==> config.mk <==
export PLATFORM = sky130hd
export DESIGN_NAME = wp_cache
export DESIGN_NICKNAME = d
export VERILOG_FILES = /design/src/rtl/wpc_pkg.sv /design/src/rtl/wpc_way.sv /design/src/rtl/wpc_pred.sv /design/src/rtl/wp_cache.sv
export SDC_FILE = /design/constraint.sdc
export NUM_CORES = 2
export LEC_CHECK = 0
export BUFFER_PORTS_ARGS = -buffer_cell sky130_fd_sc_hd__buf_2
export CORE_MARGIN = 2
export CORE_UTILIZATION = 25
export CTS_CLUSTER_SIZE = 10
export DETAILED_ROUTE_END_ITERATION = 8
export GPL_TIMING_DRIVEN = 0
export PLACE_DENSITY = 0.44
export SLEW_MARGIN = 20
export SYNTH_ARGS = -nofsm -noshare
export SYNTH_HDL_FRONTEND = slang
export SYNTH_HIERARCHICAL = 1
export SYNTH_MEMORY_MAX_BITS = 65536
export SYNTH_SLANG_ARGS = --single-unit
==> constraint.sdc <==
create_clock -name clk -period 8.4 [get_ports clk]
set_input_delay 1.68 -clock clk [delete_from_list [all_inputs] [get_ports clk]]
set_output_delay 1.68 -clock clk [all_outputs]
set_load 0.005 [all_outputs]
==> src/rtl/wpc_pkg.sv <==
package wpc_pkg;

    localparam int NUM_WAYS = 2;

    typedef enum logic [1:0] {
        RSP_NONE = 2'd0,
        RSP_FAST = 2'd1,
        RSP_SLOW = 2'd2,
        RSP_MISS = 2'd3
    } rsp_kind_e;

    typedef enum logic [2:0] {
        ST_IDLE,
        ST_PRED,
        ST_ALT,
        ST_FILL,
        ST_RESP
    } ctl_state_e;

    // Response kind reported from a given controller state.
    function automatic rsp_kind_e kind_of(ctl_state_e s);
        case (s)
            ST_PRED: return RSP_FAST;
            ST_ALT:  return RSP_SLOW;
            ST_RESP: return RSP_MISS;
            default: return RSP_NONE;
        endcase
    endfunction

endpackage

==> src/rtl/wpc_way.sv <==
module wpc_way #(
    parameter int SETS   = 16,
    parameter int WORDS  = 4,
    parameter int TAG_W  = 10,
    parameter int DATA_W = 32
) (
    input  logic                       clk,
    input  logic                       rst,
    input  logic [$clog2(SETS)-1:0]    rd_idx,
    input  logic [$clog2(WORDS)-1:0]   rd_off,
    output logic [TAG_W-1:0]           rd_tag,
    output logic                       rd_valid,
    output logic [DATA_W-1:0]          rd_data,
    input  logic                       wr_en,
    input  logic [$clog2(SETS)-1:0]    wr_idx,
    input  logic [$clog2(WORDS)-1:0]   wr_off,
    input  logic [DATA_W-1:0]          wr_data,
    input  logic                       tag_en,
    input  logic [TAG_W-1:0]           wr_tag
);
    logic [SETS-1:0]   valid_q;
    logic [TAG_W-1:0]  tag_q  [SETS];
    logic [DATA_W-1:0] word_q [SETS][WORDS];

    assign rd_tag   = tag_q[rd_idx];
    assign rd_valid = valid_q[rd_idx];
    assign rd_data  = word_q[rd_idx][rd_off];

    // Valid bit and tag are written together on the final refill beat.
    always_ff @(posedge clk) begin
        if (rst) begin
            valid_q <= '0;
        end else if (tag_en) begin
            valid_q[wr_idx] <= 1'b1;
        end
    end

    always_ff @(posedge clk) begin
        if (tag_en) begin
            tag_q[wr_idx] <= wr_tag;
        end
    end

    always_ff @(posedge clk) begin
        if (wr_en) begin
            word_q[wr_idx][wr_off] <= wr_data;
        end
    end
endmodule

==> src/rtl/wpc_pred.sv <==
module wpc_pred #(
    parameter int SETS = 16
) (
    input  logic                    clk,
    input  logic                    rst,
    input  logic [$clog2(SETS)-1:0] rd_idx,
    output logic                    pred_o,
    output logic                    lru_o,
    input  logic                    upd_en,
    input  logic [$clog2(SETS)-1:0] upd_idx,
    input  logic                    upd_way
);
    logic [SETS-1:0] pred_q;
    logic [SETS-1:0] lru_q;

    assign pred_o = pred_q[rd_idx];
    assign lru_o  = lru_q[rd_idx];

    // The way just used becomes the guess; the other one becomes the victim.
    always_ff @(posedge clk) begin
        if (rst) begin
            pred_q <= '0;
            lru_q  <= '0;
        end else if (upd_en) begin
            pred_q[upd_idx] <= upd_way;
            lru_q[upd_idx]  <= ~upd_way;
        end
    end
endmodule

==> src/rtl/wp_cache.sv <==
module wp_cache
    import wpc_pkg::*;
#(
    parameter int SETS   = 16,
    parameter int WORDS  = 4,
    parameter int ADDR_W = 16,
    parameter int DATA_W = 32
) (
    input  logic              clk,
    input  logic              rst,
    input  logic              req_valid,
    output logic              req_ready,
    input  logic [ADDR_W-1:0] req_addr,
    output logic              rsp_valid,
    output logic [DATA_W-1:0] rsp_data,
    output logic [1:0]        rsp_kind,
    output logic              mem_req_valid,
    output logic [ADDR_W-1:0] mem_req_addr,
    input  logic              mem_rsp_valid,
    input  logic [DATA_W-1:0] mem_rsp_data
);
    localparam int IDX_W = $clog2(SETS);
    localparam int OFF_W = $clog2(WORDS);
    localparam int TAG_W = ADDR_W - IDX_W - OFF_W;
    localparam logic [OFF_W-1:0] LAST_BEAT = OFF_W'(WORDS - 1);

    typedef struct packed {
        logic [TAG_W-1:0] tag;
        logic [IDX_W-1:0] idx;
        logic [OFF_W-1:0] off;
    } addr_t;

    ctl_state_e       state;
    addr_t            q;
    logic             victim_q;
    logic [OFF_W-1:0] beat;

    logic pred_o, lru_o, rd_way, hit_sel, upd_en, fill_beat, fill_last;
    logic [TAG_W-1:0]  way_tag   [NUM_WAYS];
    logic              way_valid [NUM_WAYS];
    logic [DATA_W-1:0] way_data  [NUM_WAYS];

    // Way steering: the guessed way first, then the other one, then the refill victim.
    always_comb begin
        case (state)
            ST_PRED: rd_way = pred_o;
            ST_ALT:  rd_way = ~pred_o;
            default: rd_way = victim_q;
        endcase
    end

    assign hit_sel   = way_valid[rd_way] && (way_tag[rd_way] == q.tag);
    assign fill_beat = (state == ST_FILL) && mem_rsp_valid;
    assign fill_last = fill_beat && (beat == LAST_BEAT);

    for (genvar g = 0; g < NUM_WAYS; g++) begin : g_way
        wpc_way #(
            .SETS(SETS), .WORDS(WORDS), .TAG_W(TAG_W), .DATA_W(DATA_W)
        ) u_way (
            .clk      (clk),
            .rst      (rst),
            .rd_idx   (q.idx),
            .rd_off   (q.off),
            .rd_tag   (way_tag[g]),
            .rd_valid (way_valid[g]),
            .rd_data  (way_data[g]),
            .wr_en    (fill_beat && (victim_q == 1'(g))),
            .wr_idx   (q.idx),
            .wr_off   (beat),
            .wr_data  (mem_rsp_data),
            .tag_en   (fill_last && (victim_q == 1'(g))),
            .wr_tag   (q.tag)
        );
    end

    assign upd_en = (((state == ST_PRED) || (state == ST_ALT)) && hit_sel) || fill_last;

    wpc_pred #(.SETS(SETS)) u_pred (
        .clk     (clk),
        .rst     (rst),
        .rd_idx  (q.idx),
        .pred_o  (pred_o),
        .lru_o   (lru_o),
        .upd_en  (upd_en),
        .upd_idx (q.idx),
        .upd_way (rd_way)
    );

    always_ff @(posedge clk) begin
        if (rst) begin
            state         <= ST_IDLE;
            mem_req_valid <= 1'b0;
            beat          <= '0;
            victim_q      <= 1'b0;
            q             <= '0;
        end else begin
            mem_req_valid <= 1'b0;
            case (state)
                ST_IDLE: begin
                    if (req_valid) begin
                        q     <= addr_t'(req_addr);
                        state <= ST_PRED;
                    end
                end
                ST_PRED: state <= hit_sel ? ST_IDLE : ST_ALT;
                ST_ALT: begin
                    if (hit_sel) begin
                        state <= ST_IDLE;
                    end else begin
                        victim_q      <= lru_o;
                        mem_req_valid <= 1'b1;
                        beat          <= '0;
                        state         <= ST_FILL;
                    end
                end
                ST_FILL: begin
                    if (mem_rsp_valid) begin
                        beat <= beat + 1'b1;
                        if (beat == LAST_BEAT) state <= ST_RESP;
                    end
                end
                default: state <= ST_IDLE;
            endcase
        end
    end

    assign req_ready    = (state == ST_IDLE);
    assign rsp_valid    = (((state == ST_PRED) || (state == ST_ALT)) && hit_sel) || (state == ST_RESP);
    assign rsp_kind     = rsp_valid ? kind_of(state) : RSP_NONE;
    assign rsp_data     = way_data[rd_way];
    assign mem_req_addr = {q.tag, q.idx, {OFF_W{1'b0}}};
endmodule

**Word-level counts from Yosys, hierarchy flattened**

Memory sizes are Yosys's and may differ from the RTL's. A register that Yosys moved wholly into a read port is not among the register bits.
Cells that the tools add are included.

- $lt $le $gt $ge: 6
- Equal/unequal tests: 10
- Reduce and logical (&&, ||, !) cells: 20
- Bitwise logic cells: 10
- Muxes and demuxes: 58
- Add/subtract/negate cells: 1

Operators by type and width:

| kind | number |
|---|---|
| $mux 128 | 2 |
| $mux 32 | 8 |
| $bmux 32 s2 | 2 |
| $demux 32 s2 | 1 |
| $bwmux 16 | 2 |
| $mux 4 | 8 |
| $or 16x16->16 | 2 |
| $mux 10 | 3 |
| $bmux 1 s4 | 4 |
| $mux 1 | 15 |
| $pmux 3 s4 | 1 |
| $eq 10x10->1 | 1 |
| $logic_and 1x1->1 | 10 |
| $mux 2 | 5 |
| $mux 3 | 3 |
| $eq 3x2->1 const B | 2 |
| $ge 3x3->1 const B | 2 |
| $ne 2x2->1 const B | 3 |
| $not 2->3 | 2 |
| $pmux 2 s3 | 1 |
| $reduce_and 3->1 | 2 |
| $lt 4x5->1 const B | 1 |
| $not 1->1 | 5 |
| $demux 1 s4 | 1 |
| other kinds (16) | 19 |

- Output and inout port bits: 53
- Flip-flop bits (word level): 87
- Logic and storage cells: 120
- Input port bits: 52
- RAM bits: 4416
- Memories: 4

Memory list:

| name | words | width | read ports | clocked after memory_dff | write ports | line | source |
|---|---|---|---|---|---|---|---|
| g_way[0].u_way.word_q | 16 | 128 | 1 | 1 | 1 | wpc_way.sv:23 | `logic [DATA_W-1:0] word_q [SETS][WORDS];` |
| g_way[1].u_way.word_q | 16 | 128 | 1 | 1 | 1 | wpc_way.sv:23 |  |
| g_way[0].u_way.tag_q | 16 | 10 | 1 | 1 | 1 | wpc_way.sv:22 | `logic [TAG_W-1:0] tag_q [SETS];` |
| g_way[1].u_way.tag_q | 16 | 10 | 1 | 1 | 1 | wpc_way.sv:22 |  |

**Longest topological paths before layout**

- Word-level depth: 13
- Mapped depth: 19
- Gate-level depth less buffers: 14

**Hierarchy**

The synthesis kept the hierarchy.

By module, submodules not included:

| module | area each (um^2) | sequential area each (um^2) | cells each | times used |
|---|---|---|---|---|
| wpc_way at g_way[0].u_way | 84447.2 | 66623.9 | 3727 | 1 |
| wpc_way at g_way[1].u_way | 84402.2 | 66623.9 | 3541 | 1 |
| wp_cache | 1893.1 | 460.4 | 232 | 1 |
| wpc_pred | 1566.5 | 640.6 | 179 | 1 |

**Worst setup path after synthesis**

No wires, ideal clock.

- Path type: reg-to-output
- Start: register q (netlist bit mem_req_addr[2])
- End: output rsp_kind[0]
- Path slack: 3.199 ns
- Data arrival time: 3.521 ns
- Required time: 6.720 ns
- Cell stages (with the launch flop): 14
- Buffers on the path: 4
- Cells stage by stage: dfxtp_1 -> buf_4 -> buf_6 -> buf_4 -> buf_2 -> mux4_2 -> mux4_2 -> inv_1 -> o22ai_1 -> nor4_1 -> mux2_2 -> and4_4 -> nand4b_1 -> a21oi_1

- Word-level cells in the longest chain between the ends: 13
- Elaborated cells between the ends (all ways): 20
- Classes of those cells: eq/ne: 1; mux: 14; bitwise: 2; reduce/logical: 3

Ends and longest elaborated chain:

| element | line | source |
|---|---|---|
| start, declared | wp_cache.sv:34 | `addr_t q;` |
| start signal, assigned | wp_cache.sv:101 | `q <= addr_t'(req_addr);` |
| $bmux 1 s4 | wpc_pred.sv:16 | `assign pred_o = pred_q[rd_idx];` |
| $mux 1 (implied by the code) | wpc_pred.sv:16 |  |
| $not 1->1 | wp_cache.sv:47 | `ST_ALT: rd_way = ~pred_o;` |
| $pmux 1 s2 | wp_cache.sv:45 | `case (state)` |
| $not 1->2 (implied by the code) | wp_cache.sv:52 | `assign hit_sel = way_valid[rd_way] && (way_tag[rd_way] == q.tag);` |
| $mux 10 (implied by the code) (3 in series) | wp_cache.sv:52 |  |
| $eq 10x10->1 | wp_cache.sv:52 |  |
| $logic_and 1x1->1 * | wp_cache.sv:52 |  |
| $logic_and 1x1->1 * | wp_cache.sv:128 | `assign rsp_valid = (((state == ST_PRED) \|\| (state == ST_ALT)) && hit_sel) \|\| (state == ST_RESP);` |
| $logic_or 1x1->1 * | wp_cache.sv:128 |  |
| $mux 2 * | wp_cache.sv:129 | `assign rsp_kind = rsp_valid ? kind_of(state) : RSP_NONE;` |
| end, declared | wp_cache.sv:16 | `output logic [1:0] rsp_kind,` |

Every way passes the cells marked *; elsewhere a longest branch is shown, timed or not. The select of a mux whose other input is x is not followed.

**Worst setup path after layout**

- Start: register q (netlist bit mem_req_addr[3])
- End: output rsp_data[25]

- Word-level cells in the longest chain between the ends: 8

Ends and longest elaborated chain:

| element | line | source |
|---|---|---|
| $bmux 1 s4 * | wpc_pred.sv:16 |  |
| $mux 1 (implied by the code) * | wpc_pred.sv:16 |  |
| $not 1->1 | wp_cache.sv:47 |  |
| $pmux 1 s2 * | wp_cache.sv:45 |  |
| $not 1->2 (implied by the code) * | wp_cache.sv:130 | `assign rsp_data = way_data[rd_way];` |
| $mux 32 (implied by the code) * (3 in series) | wp_cache.sv:130 |  |
| end, declared | wp_cache.sv:15 | `output logic [DATA_W-1:0] rsp_data,` |

Marked as above.

==> run metrics <==
outcome finished with violations; violated checks negative setup slack; Row Count 304; Hold Path End g_way[0].u_way/valid_q[5]; worst hold margin about 470 ps; Most common cell on crit path buf_2; final wirelength 627000 um; deepest clock path buffer count 4; Critical Path Start Type flip-flop; PD cells ~240 mW/mm^2; XOR/XNOR Fraction of Synth Area less than 1%; grt ovf 0; r2r startpoint mem_req_addr[3]; vias per cell 5.002; buffer count from post-CTS setup fixing 0; top_reg_cell synth edfxtp_1; ys async rst share 0%; # H-tree levels 6; Fin. Hold Viols 0; Crit Path Category reg -> out; Pleak 61.51 nW; Final Util 30.31%; final-report max-slew violation count 0; average routed wire per standard cell roughly 35 um; WP buf/inv 6; fill count 65981; most common cell after layout, fill and taps aside edfxtp_1; CTS sink cnt 4503; most frequent cells in the layout edfxtp_1 (4416), mux4_2 (1169), clkbuf_16 (547); full die area between 0.6 and 0.7 sq mm; CTS tree done; placed inst area 0.1932 sq mm; Min-Delay Startpoint g_way[0].u_way/valid_q[5]; largest net degree at the start of global routing about 110; register area share after synthesis around 80%; Top Family by Delay on Critical Path buffers and inverters; dpl ws 766.9 ps; Remaining DRCs 0; DRT Pass-1 Iters 6; CP cell instances buf_12 > buf_2 > buf_2 > buf_2 > nand2_1 > clkbuf_1 > o22ai_1 > nor2_1 > a21oi_1 > nor2_2 > mux2_2 > buf_2; worst hold path depth 2; initial antenna violation count 74; crit path DAT between 6000 and 7000 ps; Synth Area in Compound Gates 2.223%; number of global-route vias before repair 89417; main combinational cell family by area after synthesis multiplexers; Required @ worst endpoint roughly 6700 ps; CP Capture Type primary output; syn_area_per_cell between 20 and 25 sq um; setup violators final 5; RePlAce Congestion 0.8592; via count approximately 90000; Synth Area in Adders less than 1%; cells after synthesis 7679; Chip Height 834.2 um; width of the die 834.2 um; reg2reg path depth 20; max cap viols 0; Syn Std Cell Area 0.1723 sq mm; Synth cell types 66; post-route setup slack -199.2 ps; Initial DRC Count 12509; maximum vdd ir drop 0.2249 mV; Clk pin slew, worst setup/hold paths roughly 60 ps; clock latency on the worst-skew pair around 1100 ps; crit path max fanout 20; CTS root buf clkbuf_16; Core Area 0.6862 sq mm; number of port buffers between 100 and 150; #FFs+latches synth between 4000 and 5000; first-pass GRT wire length 825800 um; layout cell share with drive strength beyond 1 31.48%; fin nets between 8000 and 9000; Hold WC Path Type reg -> reg; Fmax 116.3 MHz; cts bufs inserted 525; post-route ant nets 0; CP peak stage delay 820 ps; Reg2Reg Capture Point u_pred/lru_q[3]; proportion of synthesized area in mux cells 16.18%; EDFF count, synth 4416; HPWL Detailed 438500 um; total power 49.80 mW; Hold Buf Count CTS 0; Ports between 100 and 150; flop2flop setup slack 1230 ps; final instance area 0.2080 sq mm; Starting Density 25.11%; final worst path period share 102.4%; GRT Total Usage between 10% and 20%; min cycle time layout 8599 ps; max_slew headroom 3.063%; Yosys warning total 6; Syn-to-layout area delta 20.70%; Simple-Gate Fraction of Synth Area under 10%; FF+latch area around 0.13 sq mm; final clock skew roughly 35 ps; multi-input logic area 0.03686 sq mm; Worst Max-Slew Pin Slew 1454 ps; cell with the largest stage delay on the worst path a21oi_1
## how the worst max path moves through the flow
| stage | from | to | slack (ps) | cells after the start |
|---|---|---|---|---|
| 4_1_cts | mem_req_addr[3] | rsp_data[30] | 9 | 12 |
| 5_1_grt | mem_req_addr[3] | rsp_data[23] | -40 | 12 |
| 6_report | mem_req_addr[3] | rsp_data[25] | -200 | 12 |
| 3_5_place_dp | mem_req_addr[5] | u_pred/lru_q[3] | 770 | 17 |
| 2_1_floorplan | mem_req_addr[2] | rsp_kind[0] | 3200 | 13 |
| 3_3_place_gp | mem_req_addr[5] | u_pred/lru_q[3] | -960 | 17 |
## cells by family after synthesis
group           count (synthesis)
xor+xnor                        8
other cells                     1
mux                          1315
buf+inv                       463
simple gates                  814
flops                        4503
compound gates                574
fa+ha+maj                       1
## final cells by class
| class | count | share of cell area, % |
|---|---|---|
| multi-input combinational | 2714 | 17.72 |
| antenna | 88 | 0.1059 |
| inverter | 14 | 0.02527 |
| buffer | 447 | 1.099 |
| sequential | 4503 | 64.61 |
| tap | 9180 | 5.523 |
| timing repair buffer | 433 | 3.957 |
| clock inverter | 45 | 0.2569 |
| clock buffer | 611 | 6.697 |
## synthesized netlist by cell type, types with 2 or more instances
cell      number  share of area, %
a21oi_1      122              0.35
a31oi_1        2            0.0073
o221ai_1      84              0.43
a221o_1        2             0.012
nand3_1      103              0.30
or3_1         17             0.062
nand4_1       65              0.24
a221oi_1       2             0.010
buf_2        125              0.36
buf_6         12             0.078
mux4_2      1169                15
and2_0         2            0.0073
mux2_2        70              0.46
nand2b_1      22             0.080
or2_2         11             0.040
o21ai_0       63              0.18
mux2i_1       76              0.44
o21ba_2       12             0.070
nand2_1      165              0.36
nor3_1        16             0.046
nand3b_1      12             0.052
inv_1         13             0.028
nor2_1       285              0.62
or3b_2         3             0.015
o22a_1         4             0.020
nor2b_1       35              0.13
xnor2_1        8             0.041
o21ai_1        3            0.0087
and3b_1        2             0.010
and3_1        36              0.13
buf_4         80              0.35
and2_1        25             0.091
a22oi_1       60              0.26
a211oi_1      37              0.16
buf_1         45             0.098
o32ai_1        6             0.030
and3b_2        2             0.012
o22ai_1      167              0.61
edfxtp_1    4416                77
dfxtp_1       87               1.0
nor4_1         2            0.0073
clkbuf_1     187              0.41
## worst min-delay path, delay by kind of cell, from the launching register on
kind | cells | cell delay [ps]
simple gates | 2 | 120
flops | 1 | 330
## flip-flops by register name, summed over array words and instances, names as in the netlist
signal / cells
g_way.u_way/word_q: 4096
mem_req_addr: 14
q: 2
u_pred/pred_q: 16
state: 3
g_way.u_way/tag_q: 320
mem_req_valid: 1
beat: 2
u_pred/lru_q: 16
victim_q: 1
g_way.u_way/valid_q: 32
## layer usage
| metal | track usage (%) | share of wire [%] | wire length [um] |
|---|---|---|---|
| met5 | 0.3211 | 0.0091 | 57 |
| met4 | 5.573 | 3.4 | 21410 |
| met3 | 3.857 | 9.0 | 56360 |
| met2 | 28.14 | 47 | 293800 |
| met1 | 23.59 | 41 | 255400 |
## timing repair
action / 4_1_cts / 5_1_grt
cloned: 0 / 0
endpoints found under the setup margin: 7 / 3
resized for setup: 5 / 4
## power by group
part           internal [mW]  switching (mW)  total (mW)
Combinational           1.47            3.20        4.67
Clock                   11.6            8.76        20.4
Sequential              24.7          0.0736        24.8
## metrics by stage
stage	TNS (ps)	instances
global placement	-48260	16962
detailed placement	0	17292
global route	-48.08	18017
floorplan	0	7680
CTS	0	17947
finish	-480.7	18035
Note: power is estimated with default switching activity, not from simulation.
